==> config.mk <==
export PLATFORM = sky130hd
export DESIGN_NAME = disk_ctrl_regs
export DESIGN_NICKNAME = d
export VERILOG_FILES = /design/src/rtl/dkc_pkg.sv /design/src/rtl/dkc_addr_decode.sv /design/src/rtl/dkc_capacity.sv /design/src/rtl/dkc_regs.sv /design/src/rtl/disk_ctrl_regs.sv
export SDC_FILE = /design/constraint.sdc
export NUM_CORES = 1
export LEC_CHECK = 0
export BUFFER_PORTS_ARGS = -buffer_cell sky130_fd_sc_hd__buf_4
export CELL_PAD_IN_SITES_DETAIL_PLACEMENT = 1
export CELL_PAD_IN_SITES_GLOBAL_PLACEMENT = 1
export CORE_MARGIN = 5
export CORE_UTILIZATION = 44
export CTS_CLUSTER_DIAMETER = 120
export DETAILED_ROUTE_END_ITERATION = 10
export GPL_TIMING_DRIVEN = 0
export PLACE_DENSITY_LB_ADDON = 0.1
export SLEW_MARGIN = 20
export SYNTH_ARGS = -nofsm -noshare
export SYNTH_HDL_FRONTEND = slang
export SYNTH_HIERARCHICAL = 1
export SYNTH_SLANG_ARGS = --single-unit
==> constraint.sdc <==
create_clock -name clk -period 5.6 [get_ports clk]
set_clock_uncertainty 0.05 [all_clocks]
set_input_delay 0.28 -clock clk [delete_from_list [all_inputs] [get_ports clk]]
set_output_delay 0.28 -clock clk [all_outputs]
set_load 0.01 [all_outputs]
==> src/rtl/dkc_pkg.sv <==
package dkc_pkg;

  typedef enum logic [1:0] {
    ST_OK         = 2'd0,
    ST_BAD_DISK   = 2'd1,
    ST_BAD_BLOCK  = 2'd2,
    ST_BAD_OFFSET = 2'd3
  } dkc_status_e;

  localparam int SLOT_SEL   = 0;
  localparam int SLOT_BLOCK = 1;
  localparam int SLOT_SIZE  = 2;
  localparam int SLOT_PHYS  = 3;
  localparam int SLOT_CMD   = 4;
  localparam int SLOT_STAT  = 5;
  localparam int SLOT_SHIFT = 3;

  typedef struct packed {
    logic sel;
    logic blk;
    logic size;
    logic phys;
    logic cmd;
    logic stat;
    logic none;
  } dkc_hit_t;

endpackage

==> src/rtl/dkc_addr_decode.sv <==
module dkc_addr_decode
  import dkc_pkg::*;
#(
  parameter int ADDR_W = 8
) (
  input  logic [ADDR_W-1:0] addr,
  output dkc_hit_t          hit
);
  localparam int OFF_W = ADDR_W - SLOT_SHIFT;

  logic [OFF_W-1:0] slot;
  logic             unused_low;

  assign slot       = addr[ADDR_W-1:SLOT_SHIFT];
  assign unused_low = ^addr[SLOT_SHIFT-1:0];

  always_comb begin
    hit      = '0;
    hit.sel  = (slot == OFF_W'(SLOT_SEL));
    hit.blk  = (slot == OFF_W'(SLOT_BLOCK));
    hit.size = (slot == OFF_W'(SLOT_SIZE));
    hit.phys = (slot == OFF_W'(SLOT_PHYS));
    hit.cmd  = (slot == OFF_W'(SLOT_CMD));
    hit.stat = (slot == OFF_W'(SLOT_STAT));
    hit.none = (slot > OFF_W'(SLOT_STAT));
  end
endmodule

==> src/rtl/dkc_capacity.sv <==
module dkc_capacity #(
  parameter int                          NUM_DISKS   = 3,
  parameter int                          CAP_W       = 32,
  parameter int                          DATA_W      = 32,
  parameter int                          SEL_W       = 2,
  parameter int                          BLOCK_BYTES = 512,
  parameter logic [NUM_DISKS*CAP_W-1:0]  DISK_BLOCKS = '0
) (
  input  logic [SEL_W-1:0]  sel,
  output logic [DATA_W-1:0] blocks,
  output logic [DATA_W-1:0] size_bytes
);
  localparam int BB_SHIFT = $clog2(BLOCK_BYTES);

  logic [DATA_W-1:0] cap_tbl [NUM_DISKS];

  for (genvar d = 0; d < NUM_DISKS; d++) begin : g_cap
    assign cap_tbl[d] = DATA_W'(DISK_BLOCKS[d*CAP_W +: CAP_W]);
  end

  always_comb begin
    blocks = '0;
    for (int d = 0; d < NUM_DISKS; d++) begin
      if (sel == SEL_W'(d)) blocks = cap_tbl[d];
    end
  end

  assign size_bytes = blocks << BB_SHIFT;
endmodule

==> src/rtl/dkc_regs.sv <==
module dkc_regs
  import dkc_pkg::*;
#(
  parameter int NUM_DISKS = 3,
  parameter int DATA_W    = 32,
  parameter int SEL_W     = 2
) (
  input  logic              clk,
  input  logic              rst_n,
  input  logic              req_valid,
  input  logic              req_write,
  input  logic [DATA_W-1:0] req_wdata,
  input  dkc_hit_t          hit,
  input  logic [DATA_W-1:0] blocks,
  output logic [SEL_W-1:0]  disk_q,
  output logic [DATA_W-1:0] block_q,
  output logic [DATA_W-1:0] count_q,
  output logic [DATA_W-1:0] phys_q,
  output logic [DATA_W-1:0] cmd_q,
  output logic              start_q,
  output dkc_status_e       status_q
);
  logic wr, rd;
  logic disk_ok, block_ok, count_over;
  logic [DATA_W-1:0] count_next;

  assign wr         = req_valid &&  req_write;
  assign rd         = req_valid && !req_write;
  assign disk_ok    = req_wdata < DATA_W'(NUM_DISKS);
  assign block_ok   = req_wdata < blocks;
  assign count_over = req_wdata >= blocks;
  assign count_next = count_over ? (blocks - DATA_W'(1)) : req_wdata;

  always_ff @(posedge clk) begin
    if (!rst_n) begin
      disk_q   <= '0;
      block_q  <= '0;
      count_q  <= '0;
      phys_q   <= '0;
      cmd_q    <= '0;
      start_q  <= 1'b0;
      status_q <= ST_OK;
    end else begin
      start_q <= wr && hit.cmd;
      if (wr) begin
        if (hit.sel) begin
          if (disk_ok) begin
            disk_q   <= req_wdata[SEL_W-1:0];
            status_q <= ST_OK;
          end else begin
            status_q <= ST_BAD_DISK;
          end
        end
        if (hit.blk) begin
          if (block_ok) block_q  <= req_wdata;
          else          status_q <= ST_BAD_BLOCK;
        end
        if (hit.size) begin
          count_q  <= count_next;
          status_q <= ST_OK;
        end
        if (hit.phys) begin
          phys_q   <= req_wdata;
          status_q <= ST_OK;
        end
        if (hit.cmd) cmd_q <= req_wdata;
      end
      if (rd && hit.none) status_q <= ST_BAD_OFFSET;
    end
  end
endmodule

==> src/rtl/disk_ctrl_regs.sv <==
module disk_ctrl_regs
  import dkc_pkg::*;
#(
  parameter int                         NUM_DISKS   = 3,
  parameter int                         ADDR_W      = 8,
  parameter int                         DATA_W      = 32,
  parameter int                         CAP_W       = 32,
  parameter int                         BLOCK_BYTES = 512,
  parameter logic [NUM_DISKS*CAP_W-1:0] DISK_BLOCKS = {32'd64, 32'd20, 32'd8},
  localparam int                        SEL_W       = (NUM_DISKS > 1) ? $clog2(NUM_DISKS) : 1
) (
  input  logic              clk,
  input  logic              rst_n,
  input  logic              req_valid,
  input  logic              req_write,
  input  logic [ADDR_W-1:0] req_addr,
  input  logic [DATA_W-1:0] req_wdata,
  output logic              rsp_valid,
  output logic [DATA_W-1:0] rsp_rdata,
  output logic [SEL_W-1:0]  disk_sel,
  output logic [DATA_W-1:0] cur_block,
  output logic [DATA_W-1:0] xfer_count,
  output logic [DATA_W-1:0] dma_addr,
  output logic [DATA_W-1:0] cmd_value,
  output logic              cmd_is_write,
  output logic              cmd_start,
  output logic [1:0]        status_code
);
  dkc_hit_t          hit;
  logic [DATA_W-1:0] blocks, size_bytes;
  dkc_status_e       status_q;
  logic [DATA_W-1:0] rd_mux;

  dkc_addr_decode #(.ADDR_W(ADDR_W)) u_dec (
    .addr (req_addr),
    .hit  (hit)
  );

  dkc_capacity #(
    .NUM_DISKS   (NUM_DISKS),
    .CAP_W       (CAP_W),
    .DATA_W      (DATA_W),
    .SEL_W       (SEL_W),
    .BLOCK_BYTES (BLOCK_BYTES),
    .DISK_BLOCKS (DISK_BLOCKS)
  ) u_cap (
    .sel        (disk_sel),
    .blocks     (blocks),
    .size_bytes (size_bytes)
  );

  dkc_regs #(
    .NUM_DISKS (NUM_DISKS),
    .DATA_W    (DATA_W),
    .SEL_W     (SEL_W)
  ) u_regs (
    .clk       (clk),
    .rst_n     (rst_n),
    .req_valid (req_valid),
    .req_write (req_write),
    .req_wdata (req_wdata),
    .hit       (hit),
    .blocks    (blocks),
    .disk_q    (disk_sel),
    .block_q   (cur_block),
    .count_q   (xfer_count),
    .phys_q    (dma_addr),
    .cmd_q     (cmd_value),
    .start_q   (cmd_start),
    .status_q  (status_q)
  );

  always_comb begin
    rd_mux = '0;
    unique case (1'b1)
      hit.sel:  rd_mux = DATA_W'(disk_sel);
      hit.blk:  rd_mux = cur_block;
      hit.size: rd_mux = size_bytes;
      hit.phys: rd_mux = dma_addr;
      hit.cmd:  rd_mux = cmd_value;
      hit.stat: rd_mux = DATA_W'(status_q);
      default:  rd_mux = '0;
    endcase
  end

  always_ff @(posedge clk) begin
    if (!rst_n) begin
      rsp_valid <= 1'b0;
      rsp_rdata <= '0;
    end else begin
      rsp_valid <= req_valid && !req_write;
      if (req_valid && !req_write) rsp_rdata <= rd_mux;
    end
  end

  assign status_code  = status_q;
  assign cmd_is_write = |cmd_value;
endmodule

==> metrics.md <==
| Metric | Value |
|---|---|
| Setup TNS | `0 ns` |
| Fin. Hold Viols | `0` |
| Total Die Area | `23900 um2` |
| Register Area | `3320 um2` |
| Pre-CTS setup slack | `2.07 ns` |
| Skew-Pair Late Insertion Delay | `0.43 ns` |
| WL per Instance | `23.0 um` |
| Net count, final | `1404` |
| Clock Power Share | `45.9%` |
| Crit path max-delay cell type | `a31oi_1` |
| TritonCTS clock tree | `yes` |
| Antenna cells | `0` |
| Max Slew Vio Count | `0` |
| # hold bufs at CTS | `0` |
| Area leader, netlist | `dfxtp_1` |
| Core ar. | `20800 um2` |
| Min setup slack post-route | `2.00 ns` |
| Min-delay src | `rst_n` |
| CTS Buf Count | `17` |
| Synthesized flop and latch total | `166` |
| Met2 Use GR | `50.5%` |
| Switching share of power | `26.4%` |
| Grt met3 use | `5.68%` |
| Worst Setup Start Kind | `register` |
| Leak | `4.87 nW` |
| Global Route met1 Usage | `38.0%` |
| Critical path fanouts, max | `10` |
| R2r startpoint | `u_regs/disk_q[1]` |
| Die width | `155 um` |
| Post-DRT Antenna Nets | `0` |
| Clk sinks | `166` |
| Area growth, synth to finish | `29.8%` |
| Combinational share of power | `11.8%` |
| Hold_ws | `0.0822 ns` |
| Top FF cell, synth | `dfxtp_1` |
| Overall power | `2.82 mW` |
| Sequential share of power | `42.3%` |
| Gr usage total | `30.1%` |
| Slew @ Worst Pin | `0.944 ns` |
| Maximum clock frequency | `0.277 GHz` |
| TritonRoute pass-1 iters | `5` |
| Vias in the first global route | `9769` |
| Setup crit end kind | `register` |
| Area contributors post-synth | `dfxtp_1, nand2_1, a21boi_0, buf_4, a221oi_2` |
| Multi-input gate area | `5150 um2` |
| Routed vias | `9276` |
| WP data arrival | `3.88 ns` |
| Clock Path Buffers | `2` |
| Sequential fraction of the synthesis area | `36.1%` |
| Io pins | `211` |
| Post-Synthesis Cells | `1046` |
| Crit Path Class | `register to register` |
| Share of cells above drive strength 1 | `27.3%` |
| Cell family with most CP delay | `compound AO/OA/AOI/OAI gates` |
| Critical path launch point | `u_regs/disk_q[1]` |
| Largest net degree at the start of global routing | `17` |
| Die Span Y | `155 um` |
| Gr busiest metal | `met2` |
| Netlist cell types | `59` |
| # Max-Cap Violations | `0` |
| Setup bufs post-CTS | `0` |
| Period minus WS final | `3.60 ns` |
| Port Buffers | `207` |
| Critical-path cell list | `nor2b_1, inv_1, ha_1, nand4_1, a2111o_1, a31oi_1, clkbuf_1, o211ai_1, a32o_1` |
| Hpwl dp | `27.8 mm` |
| Final setup vio count | `0` |
| Root buf cell | `clkbuf_16` |
| Clk slew on worst S/H paths | `0.07 ns` |
| First-pass GRT wire length | `55.9 mm` |
| Warnings from Yosys | `6` |
| Worst vdd ir | `0.213 mV` |
| GR Overflow Total | `0` |
| Row count | `53` |
| Synth async-reset ratio | `0%` |
| Worst hold path class | `input port to register` |
| Post-synth EDFFs | `0` |
| RSZ-0062 raised after global routing | `no` |
| Iter 0 DRT Violations | `635` |
| Initial antenna violation count | `0` |
| Req. time, crit path | `5.87 ns` |
| Max-slew headroom | `36.5%` |
| Status | `completed` |
| Fillers | `2541` |
| Clock H-tree levels | `4` |
| Critical Path Max Stage Delay | `0.66 ns` |
| Post-Syn Area | `9210 um2` |
| Post-synth top area share | `36.1%` |
| Pwr Density | `236 nW/um2` |
| Post-layout util | `57.4%` |
| Total Routed Length | `37.2 mm` |
| Average cell area after synthesis | `8.80 um2` |
| Post-CTS Resized | `0` |
| DRC | `0` |
| Tcrit/Tclk final | `64.4%` |
| Initial Util | `44.2%` |
| P_int | `2.08 mW` |
| Reg2Reg Setup Slack | `2.00 ns` |
| Buf+Inv Stages, Crit Path | `2` |
| Switching Power | `0.745 mW` |
| Vias/cell | `5.75` |
| Final GP Congestion | `0.923` |
per-stage QoR:
stage | std cells | instance area (um2)
floorplan | 1101 | 9410
finish | 1614 | 11900
global route | 1614 | 11900
CTS | 1614 | 11900
global placement | 1583 | 11300
detailed placement | 1583 | 11300
worst min-delay path: stages:
cell and delay, ns:
buf_4 0.13, o21ai_0 0.07, a31oi_1 0.04
kinds of logic (layout without fill, tap and decap cells):
logic type      count (synthesis)  after routing  share of synthesized area [%]
compound gates                280            280                           25.8
xor+xnor                       18             18                           1.71
fa+ha+maj                      33             33                           4.48
buf+inv                       170            408                           10.2
flops                         166            166                           36.1
mux                            34             34                           3.70
other cells                     1             56                         0.0407
simple gates                  344            344                           17.9
final cells by class:
cell class,instances,share of cell area (%)
plain buffers,135,6.80
clock buffers,17,3.56
well taps,275,2.88
repair buffers,207,13.0
clock inverters,14,1.76
flip-flops and latches,166,27.8
multi-input cells,765,43.1
inverters,35,1.10
path summary, 6_finish.rpt:
kind / endpoint / cells past startpoint
min reg2reg: rsp_rdata[27] / 1
max reg2reg: u_regs/count_q[31] / 9
max: u_regs/count_q[31] / 9
min: rsp_rdata[0] / 3
metal layers:
metal / share of wire (%) / up-vias
met5: 0 / -
met4: 3.2 / 0
li1: - / 4268
met1: 42 / 4569
met2: 48 / 364
met3: 6.6 / 75
sequential cells by signal (all words and copies together) (netlist names):
register and count:
rsp_rdata 32, u_regs/block_q 32, u_regs/cmd_q 32, u_regs/count_q 32
u_regs/phys_q 32, u_regs/disk_q 2, u_regs/status_q 2, rsp_valid 1
u_regs/start_q 1
Yosys cell counts (all sizes together) (7+ instances only):
master / n
nand4: 13
a221oi: 32
nand2: 209
a22o: 32
a21boi: 65
dfxtp: 166
o21ai: 32
clkbuf: 52
a21oi: 19
xnor2: 18
inv: 35
nor4: 24
buf: 83
ha: 33
or3: 39
o2bb2ai: 31
mux2i: 34
nor2b: 7
a32o: 32
o211ai: 10
nor2: 15
cells in the final DEF, fill, tap and decap left out, types with 31 or more instances in the layout:
master,synthesis,final
ha_1,33,33
dfxtp_1,166,166
a32o_1,32,32
mux2i_1,34,34
o21ai_0,32,32
a22o_1,32,32
or3_1,35,35
clkbuf_1,52,52
a21boi_0,64,64
conb_1,1,56
inv_1,35,35
buf_4,63,270
nand2_1,209,209
o2bb2ai_1,31,31
power groups by stage:
stage / Sequential [mW] / Combinational (mW) / Clock, mW
5_1_grt: 1.19 / 0.361 / 1.36
2_1_floorplan: 1.22 / 0.189 / 0
6_report: 1.19 / 0.334 / 1.30
3_3_place_gp: 1.22 / 0.310 / 0
3_5_place_dp: 1.22 / 0.317 / 0
4_1_cts: 1.19 / 0.320 / 1.31
Note: power is estimated with default switching activity, not from simulation.
